## src/rtl/exv_pkg.sv

```systemverilog
package exv_pkg;

    localparam int WORD_W       = 16;
    localparam int VEC_W        = 8;
    localparam int SR_SUPV_BIT  = 13;
    localparam int SR_TRACE_BIT = 15;
    localparam int NORMAL_WORDS = 2;
    localparam int START_WORDS  = 4;

    typedef enum logic [2:0] {
        ST_IDLE,
        ST_SRSET,
        ST_FETCH,
        ST_PUSH,
        ST_LOAD
    } exv_state_e;

    typedef struct packed {
        logic              is_start;
        logic [WORD_W-1:0] sr;
        logic [31:0]       pc;
    } exv_ctx_t;

    function automatic logic [31:0] vec_offset(input logic [VEC_W-1:0] v);
        return {{(32-VEC_W-2){1'b0}}, v, 2'b00};
    endfunction

    function automatic logic [WORD_W-1:0] sr_for_exception(input logic [WORD_W-1:0] s);
        logic [WORD_W-1:0] r;
        r = s;
        r[SR_SUPV_BIT]  = 1'b1;
        r[SR_TRACE_BIT] = 1'b0;
        return r;
    endfunction

    function automatic logic [1:0] last_word_idx(input logic is_start);
        return is_start ? 2'(START_WORDS - 1) : 2'(NORMAL_WORDS - 1);
    endfunction

endpackage

```

## src/rtl/exv_addr_gen.sv

```systemverilog
module exv_addr_gen
    import exv_pkg::*;
#(
    parameter int ADDR_W = 24
) (
    input  logic              clk,
    input  logic              rst,
    input  logic              vbr_wr,
    input  logic [31:0]       vbr_wdata,
    input  logic              capture,
    input  logic              cap_start,
    input  logic [VEC_W-1:0]  vec_num,
    input  logic [1:0]        word_idx,
    output logic [ADDR_W-2:0] word_addr
);
    localparam int WA_W = ADDR_W - 1;

    logic [31:0]     vbr_q;
    logic [31:0]     base_q;
    logic [31:0]     sum_w;
    logic [WA_W-1:0] idx_ext;
    logic            unused_bits;

    assign sum_w = vbr_q + vec_offset(vec_num);

    always_ff @(posedge clk) begin
        if (rst) begin
            vbr_q  <= '0;
            base_q <= '0;
        end else begin
            if (capture) begin
                base_q <= cap_start ? 32'd0 : sum_w;
            end
            if (capture && cap_start) begin
                vbr_q <= '0;
            end else if (vbr_wr) begin
                vbr_q <= vbr_wdata;
            end
        end
    end

    assign idx_ext     = {{(WA_W-2){1'b0}}, word_idx};
    assign word_addr   = base_q[ADDR_W-1:1] + idx_ext;
    assign unused_bits = ^{base_q[31:ADDR_W], base_q[0]};

endmodule

```

## src/rtl/exv_word_col.sv

```systemverilog
module exv_word_col
    import exv_pkg::*;
(
    input  logic              clk,
    input  logic              rst,
    input  logic              clear,
    input  logic              take,
    input  logic [WORD_W-1:0] rdata,
    output logic [1:0]        word_idx,
    output logic [31:0]       first_long,
    output logic [31:0]       last_long
);
    logic [4*WORD_W-1:0] shreg_q;
    logic [1:0]          idx_q;

    always_ff @(posedge clk) begin
        if (rst) begin
            shreg_q <= '0;
            idx_q   <= '0;
        end else if (clear) begin
            idx_q <= '0;
        end else if (take) begin
            shreg_q <= {shreg_q[3*WORD_W-1:0], rdata};
            idx_q   <= idx_q + 2'd1;
        end
    end

    assign word_idx   = idx_q;
    assign first_long = shreg_q[4*WORD_W-1:2*WORD_W];
    assign last_long  = shreg_q[2*WORD_W-1:0];

endmodule

```

## src/rtl/exc_vec_seq.sv

```systemverilog
module exc_vec_seq
    import exv_pkg::*;
#(
    parameter int ADDR_W = 24
) (
    input  logic              clk,
    input  logic              rst,
    input  logic              req_i,
    input  logic              req_reset_i,
    input  logic [7:0]        vec_num_i,
    input  logic [15:0]       sr_i,
    input  logic [31:0]       pc_i,
    input  logic              vbr_wr_i,
    input  logic [31:0]       vbr_wdata_i,
    output logic              busy_o,
    output logic              sr_load_o,
    output logic [15:0]       sr_new_o,
    output logic              mem_req_o,
    output logic [ADDR_W-1:1] mem_addr_o,
    output logic              mem_prog_o,
    input  logic              mem_ack_i,
    input  logic [15:0]       mem_rdata_i,
    output logic              push_req_o,
    output logic [31:0]       push_pc_o,
    output logic [15:0]       push_sr_o,
    input  logic              push_ack_i,
    output logic              pc_load_o,
    output logic [31:0]       pc_new_o,
    output logic              ssp_load_o,
    output logic [31:0]       ssp_new_o
);
    exv_state_e        state_q, state_d;
    exv_ctx_t          ctx_q;
    logic              accept;
    logic              take;
    logic [1:0]        word_idx;
    logic [31:0]       first_long;
    logic [31:0]       last_long;
    logic [ADDR_W-2:0] word_addr;

    assign accept = (state_q == ST_IDLE) && req_i;
    assign take   = (state_q == ST_FETCH) && mem_ack_i;

    always_comb begin
        state_d = state_q;
        unique case (state_q)
            ST_IDLE:  if (req_i) state_d = ST_SRSET;
            ST_SRSET: state_d = ST_FETCH;
            ST_FETCH: begin
                if (mem_ack_i && (word_idx == last_word_idx(ctx_q.is_start))) begin
                    state_d = ctx_q.is_start ? ST_LOAD : ST_PUSH;
                end
            end
            ST_PUSH:  if (push_ack_i) state_d = ST_LOAD;
            ST_LOAD:  state_d = ST_IDLE;
            default:  state_d = ST_IDLE;
        endcase
    end

    always_ff @(posedge clk) begin
        if (rst) begin
            state_q <= ST_IDLE;
            ctx_q   <= '0;
        end else begin
            state_q <= state_d;
            if (accept) begin
                ctx_q.is_start <= req_reset_i;
                ctx_q.sr       <= sr_i;
                ctx_q.pc       <= pc_i;
            end
        end
    end

    exv_addr_gen #(.ADDR_W(ADDR_W)) u_addr (
        .clk       (clk),
        .rst       (rst),
        .vbr_wr    (vbr_wr_i),
        .vbr_wdata (vbr_wdata_i),
        .capture   (accept),
        .cap_start (req_reset_i),
        .vec_num   (vec_num_i),
        .word_idx  (word_idx),
        .word_addr (word_addr)
    );

    exv_word_col u_col (
        .clk        (clk),
        .rst        (rst),
        .clear      (state_q == ST_SRSET),
        .take       (take),
        .rdata      (mem_rdata_i),
        .word_idx   (word_idx),
        .first_long (first_long),
        .last_long  (last_long)
    );

    assign busy_o     = (state_q != ST_IDLE);
    assign sr_load_o  = (state_q == ST_SRSET);
    assign sr_new_o   = sr_for_exception(ctx_q.sr);
    assign mem_req_o  = (state_q == ST_FETCH);
    assign mem_addr_o = word_addr;
    assign mem_prog_o = ctx_q.is_start;
    assign push_req_o = (state_q == ST_PUSH);
    assign push_pc_o  = ctx_q.pc;
    assign push_sr_o  = ctx_q.sr;
    assign pc_load_o  = (state_q == ST_LOAD);
    assign pc_new_o   = last_long;
    assign ssp_load_o = (state_q == ST_LOAD) && ctx_q.is_start;
    assign ssp_new_o  = first_long;

endmodule

```

## config.mk

```make
export PLATFORM = sky130hd
export DESIGN_NAME = exc_vec_seq
export DESIGN_NICKNAME = d
export VERILOG_FILES = /design/src/rtl/exv_pkg.sv /design/src/rtl/exv_addr_gen.sv /design/src/rtl/exv_word_col.sv /design/src/rtl/exc_vec_seq.sv
export SDC_FILE = /design/constraint.sdc
export NUM_CORES = 1
export LEC_CHECK = 0
export ABC_AREA = 1
export CAP_MARGIN = 20
export CORE_MARGIN = 2
export CORE_UTILIZATION = 45
export DETAILED_ROUTE_END_ITERATION = 12
export GPL_ROUTABILITY_DRIVEN = 1
export GPL_TIMING_DRIVEN = 0
export PLACE_DENSITY = 0.81
export SLEW_MARGIN = 0
export SYNTH_ARGS = -nofsm -noshare
export SYNTH_HDL_FRONTEND = slang
export SYNTH_SLANG_ARGS = --single-unit
export TNS_END_PERCENT = 50
```

## constraint.sdc

```tcl
create_clock -name clk -period 1.9 [get_ports clk]
set_input_delay 0.19 -clock clk [delete_from_list [all_inputs] [get_ports clk]]
set_output_delay 0.19 -clock clk [all_outputs]
set_load 0.05 [all_outputs]
```

==> impl_metrics.yaml <==
grt:
  grt_max_degree: 17
  antenna_found_initial: 0
  grt_usage: 0.2759
  grt.overflow.total: 0
  grt_pass1_wl_um: 38360
  grt_pass1_vias: 7616
placed_design:
  dp_hpwl_um: 18230
  placed_area_um2: 10370
  portBuffers: 255
  place.gp.congestion: 0.9217
  dpl.cell_count: 1501
logic_synthesis:
  synthesis.instances: 1030
  yosys.area.top_type: "dfxtp_1"
  avgSynthCellArea_um2: 7.087
  synthDistinctLibCells: 36
  synth.ff_latch_count: 164
  ys_warn_count: 0
  syn_area_um2: 7300
  synth.top_cell.area_share: 0.4498
  syn_nets: 1153
  synth-edff-count: 0
  postSynth.topFlopCell: "dfxtp_1"
  synth.area.top_cells: "dfxtp_1 (45%), nor2_1 (14%), nand2_1 (7.9%)"
  ys_seq_area_frac: 0.4498
  synth_commonest_cells: "nor2_1 (277), dfxtp_1 (164), nand2_1 (154)"
  synth_most_common_cell: "nor2_1"
  ys_async_sr_fraction: 0
min_path:
  whs_path_depth: 2
  hp-start: "rst"
  min_path_type: "in -> reg"
  min_to: "u_addr.base_q[23]"
clock_network:
  cts-root-buf: "clkbuf_16"
  cts_tree: "done"
  cts_made_buffers: 17
  insertion_delay_ns: 0.42
  cts_max_path_buffers: 2
  clk_pin_slew_ns: 0.07
  clkSinkCount: 164
  h-tree-depth: 4
final_layout:
  fillers: 1325
  drive_gt1_frac: 0.1491
  layout.nets: 1445
  fin_util: 0.7095
  synthToLayoutAreaGrowth_pct: 54.41
  diodes: 0
  final_cells: 1551
  design_area_um2: 11270
worst_setup_path:
  arrival_ns: 2.23
  crit_type: "reg -> out"
  startpoint_type: "flop"
  end_kind: "output port"
  r2r_cells: 7
  reg2reg_from: "state_q[1]"
  worstPathRequired_ns: 1.71
  r2r_setup_slack_ns: 0.11
  cp_max_fo: 3
  r2r_end: "u_addr.base_q[22]"
timing:
  period_share: 1.273
  fin_crit_ns: 2.419
  setup_slack_ns: -0.5189
  fmax_mhz: 413.4
  rsz0062_at_grt: "true"
  slew_headroom: 0.5207
  maxSlewViolCount: 0
  skew_ns: 0.01070
  setup_viol: 21
  tightestPinTransition_ns: 0.7190
  hold_viol_final: 0
die:
  pin_count: 269
  start_util: 0.4595
  die_height_um: 131.4
  rows: 46
  core_area_um2: 15890
  dieArea_um2: 17260
  die_x_um: 131.4
detailed_routing:
  drt-total-wl_um: 24100
  vias: 7828
  drt_iter0_drc: 484
  wl_per_cell_um: 15.54
  via_per_inst: 5.047
  drtPass1Iterations: 5
  antenna_left: 0
  route.detailed.drc: 0
pwr:
  ir_drop_v: 0.0008711
  p_per_area_nw_per_um2: 1345
  power.leakage_nw: 4.980
status:
  failed_checks: "setup timing"
  status: "complete, but fails checks"
job:
  cap_violations: 0
[cells by family (layout without fill, tap and decap cells)]
family,after synthesis,count (layout),synth area share
simple gates,518,518,0.2902
xor+xnor,21,21,0.02520
buf+inv,136,441,0.08673
compound gates,177,177,0.1244
flops,164,164,0.4498
other cells,2,2,0.001029
fa+ha+maj,12,12,0.02263
[layout make-up]
cell class / count / area [µm²] / share of cell area
clock inverters: 13 / 137.6 / 0.01221
repair buffers: 273 / 2673 / 0.2371
plain buffers: 65 / 364.1 / 0.03230
flip-flops and latches: 164 / 3309 / 0.2936
clock buffers: 19 / 454.2 / 0.04030
inverters: 71 / 269.0 / 0.02387
multi-input cells: 730 / 3794 / 0.3366
well taps: 216 / 270.3 / 0.02398
[stage by stage]
step                      TNS [ns]  total power, mW  worst slack, ns  hold slack [ns]
final                       -6.588            15.15          -0.5189           0.1785
after global routing        -8.365            15.82          -0.6055           0.2401
after CTS                   -6.182            15.18          -0.5063           0.1777
after detailed placement    -14.59            11.73          -0.9184           0.4640
after global placement      -13.57            11.66          -0.9105           0.4608
after floorplan             -1.744            9.269          -0.2090           0.3249
[flip-flops by register name, indices dropped and copies added, names as in the netlist]
signal          cells
mem_prog_o          1
push_sr_o          16
u_addr.base_q      23
push_pc_o          32
u_col.shreg_q      64
u_col.word_idx      2
state_q             3
u_addr.vbr_q       23
[worst max-delay path, cell delays in order, from the launching register on]
cell,delay (ns)
dfxtp_4,0.36
ha_4,0.26
nand2_2,0.09
a211oi_4,0.34
nand2_2,0.13
nor2_4,0.19
nand3_4,0.11
xnor2_4,0.15
buf_6,0.17
[power by group]
group | switching, mW | internal [mW]
sequential | 0.589 | 4.18
combinational | 4.74 | 2.19
clock | 1.52 | 1.93
total | 6.85 | 8.30
[routing by layer]
| metal | track usage | vias to the layer above | part of all wire |
|---|---|---|---|
| met5 | 0 | - | 0 |
| met4 | 0.1099 | 0 | 0.028 |
| met3 | 0.07948 | 40 | 0.082 |
| met2 | 0.4836 | 316 | 0.49 |
| met1 | 0.3167 | 3604 | 0.40 |
| li1 | - | 3868 | - |
[worst max path at each step]
stage	start	to	slack, ns	cells past startpoint
after floorplan	u_col.word_idx[1]	mem_addr_o[10]	-0.21	5
after global placement	u_col.word_idx[1]	mem_addr_o[18]	-0.91	8
after detailed placement	u_col.word_idx[1]	mem_addr_o[18]	-0.92	8
after CTS	u_col.word_idx[0]	mem_addr_o[21]	-0.51	10
after global routing	u_col.word_idx[1]	mem_addr_o[12]	-0.61	8
final	u_col.word_idx[1]	mem_addr_o[18]	-0.52	8
[repair_timing]
action,CTS,global route
hold buffers,0,0
hold endpoints to repair,0,0
resized for setup,204,27
pin swaps,14,12
setup buffers,14,6
setup endpoints to repair,46,36
[cell usage in the layout, fill, tap and decap left out, types with 13 or more instances in the layout]
cell               n
clkbuf_16         18
nor2_1           271
nand3_1           48
buf_4             51
buf_6             23
dfxtp_1          155
o21ai_0          109
inv_1             63
clkdlybuf4s50_1  210
nand2_1          147
buf_2             13
a21oi_1           50
clkbuf_1          32
(Power assumes the default switching activity.)
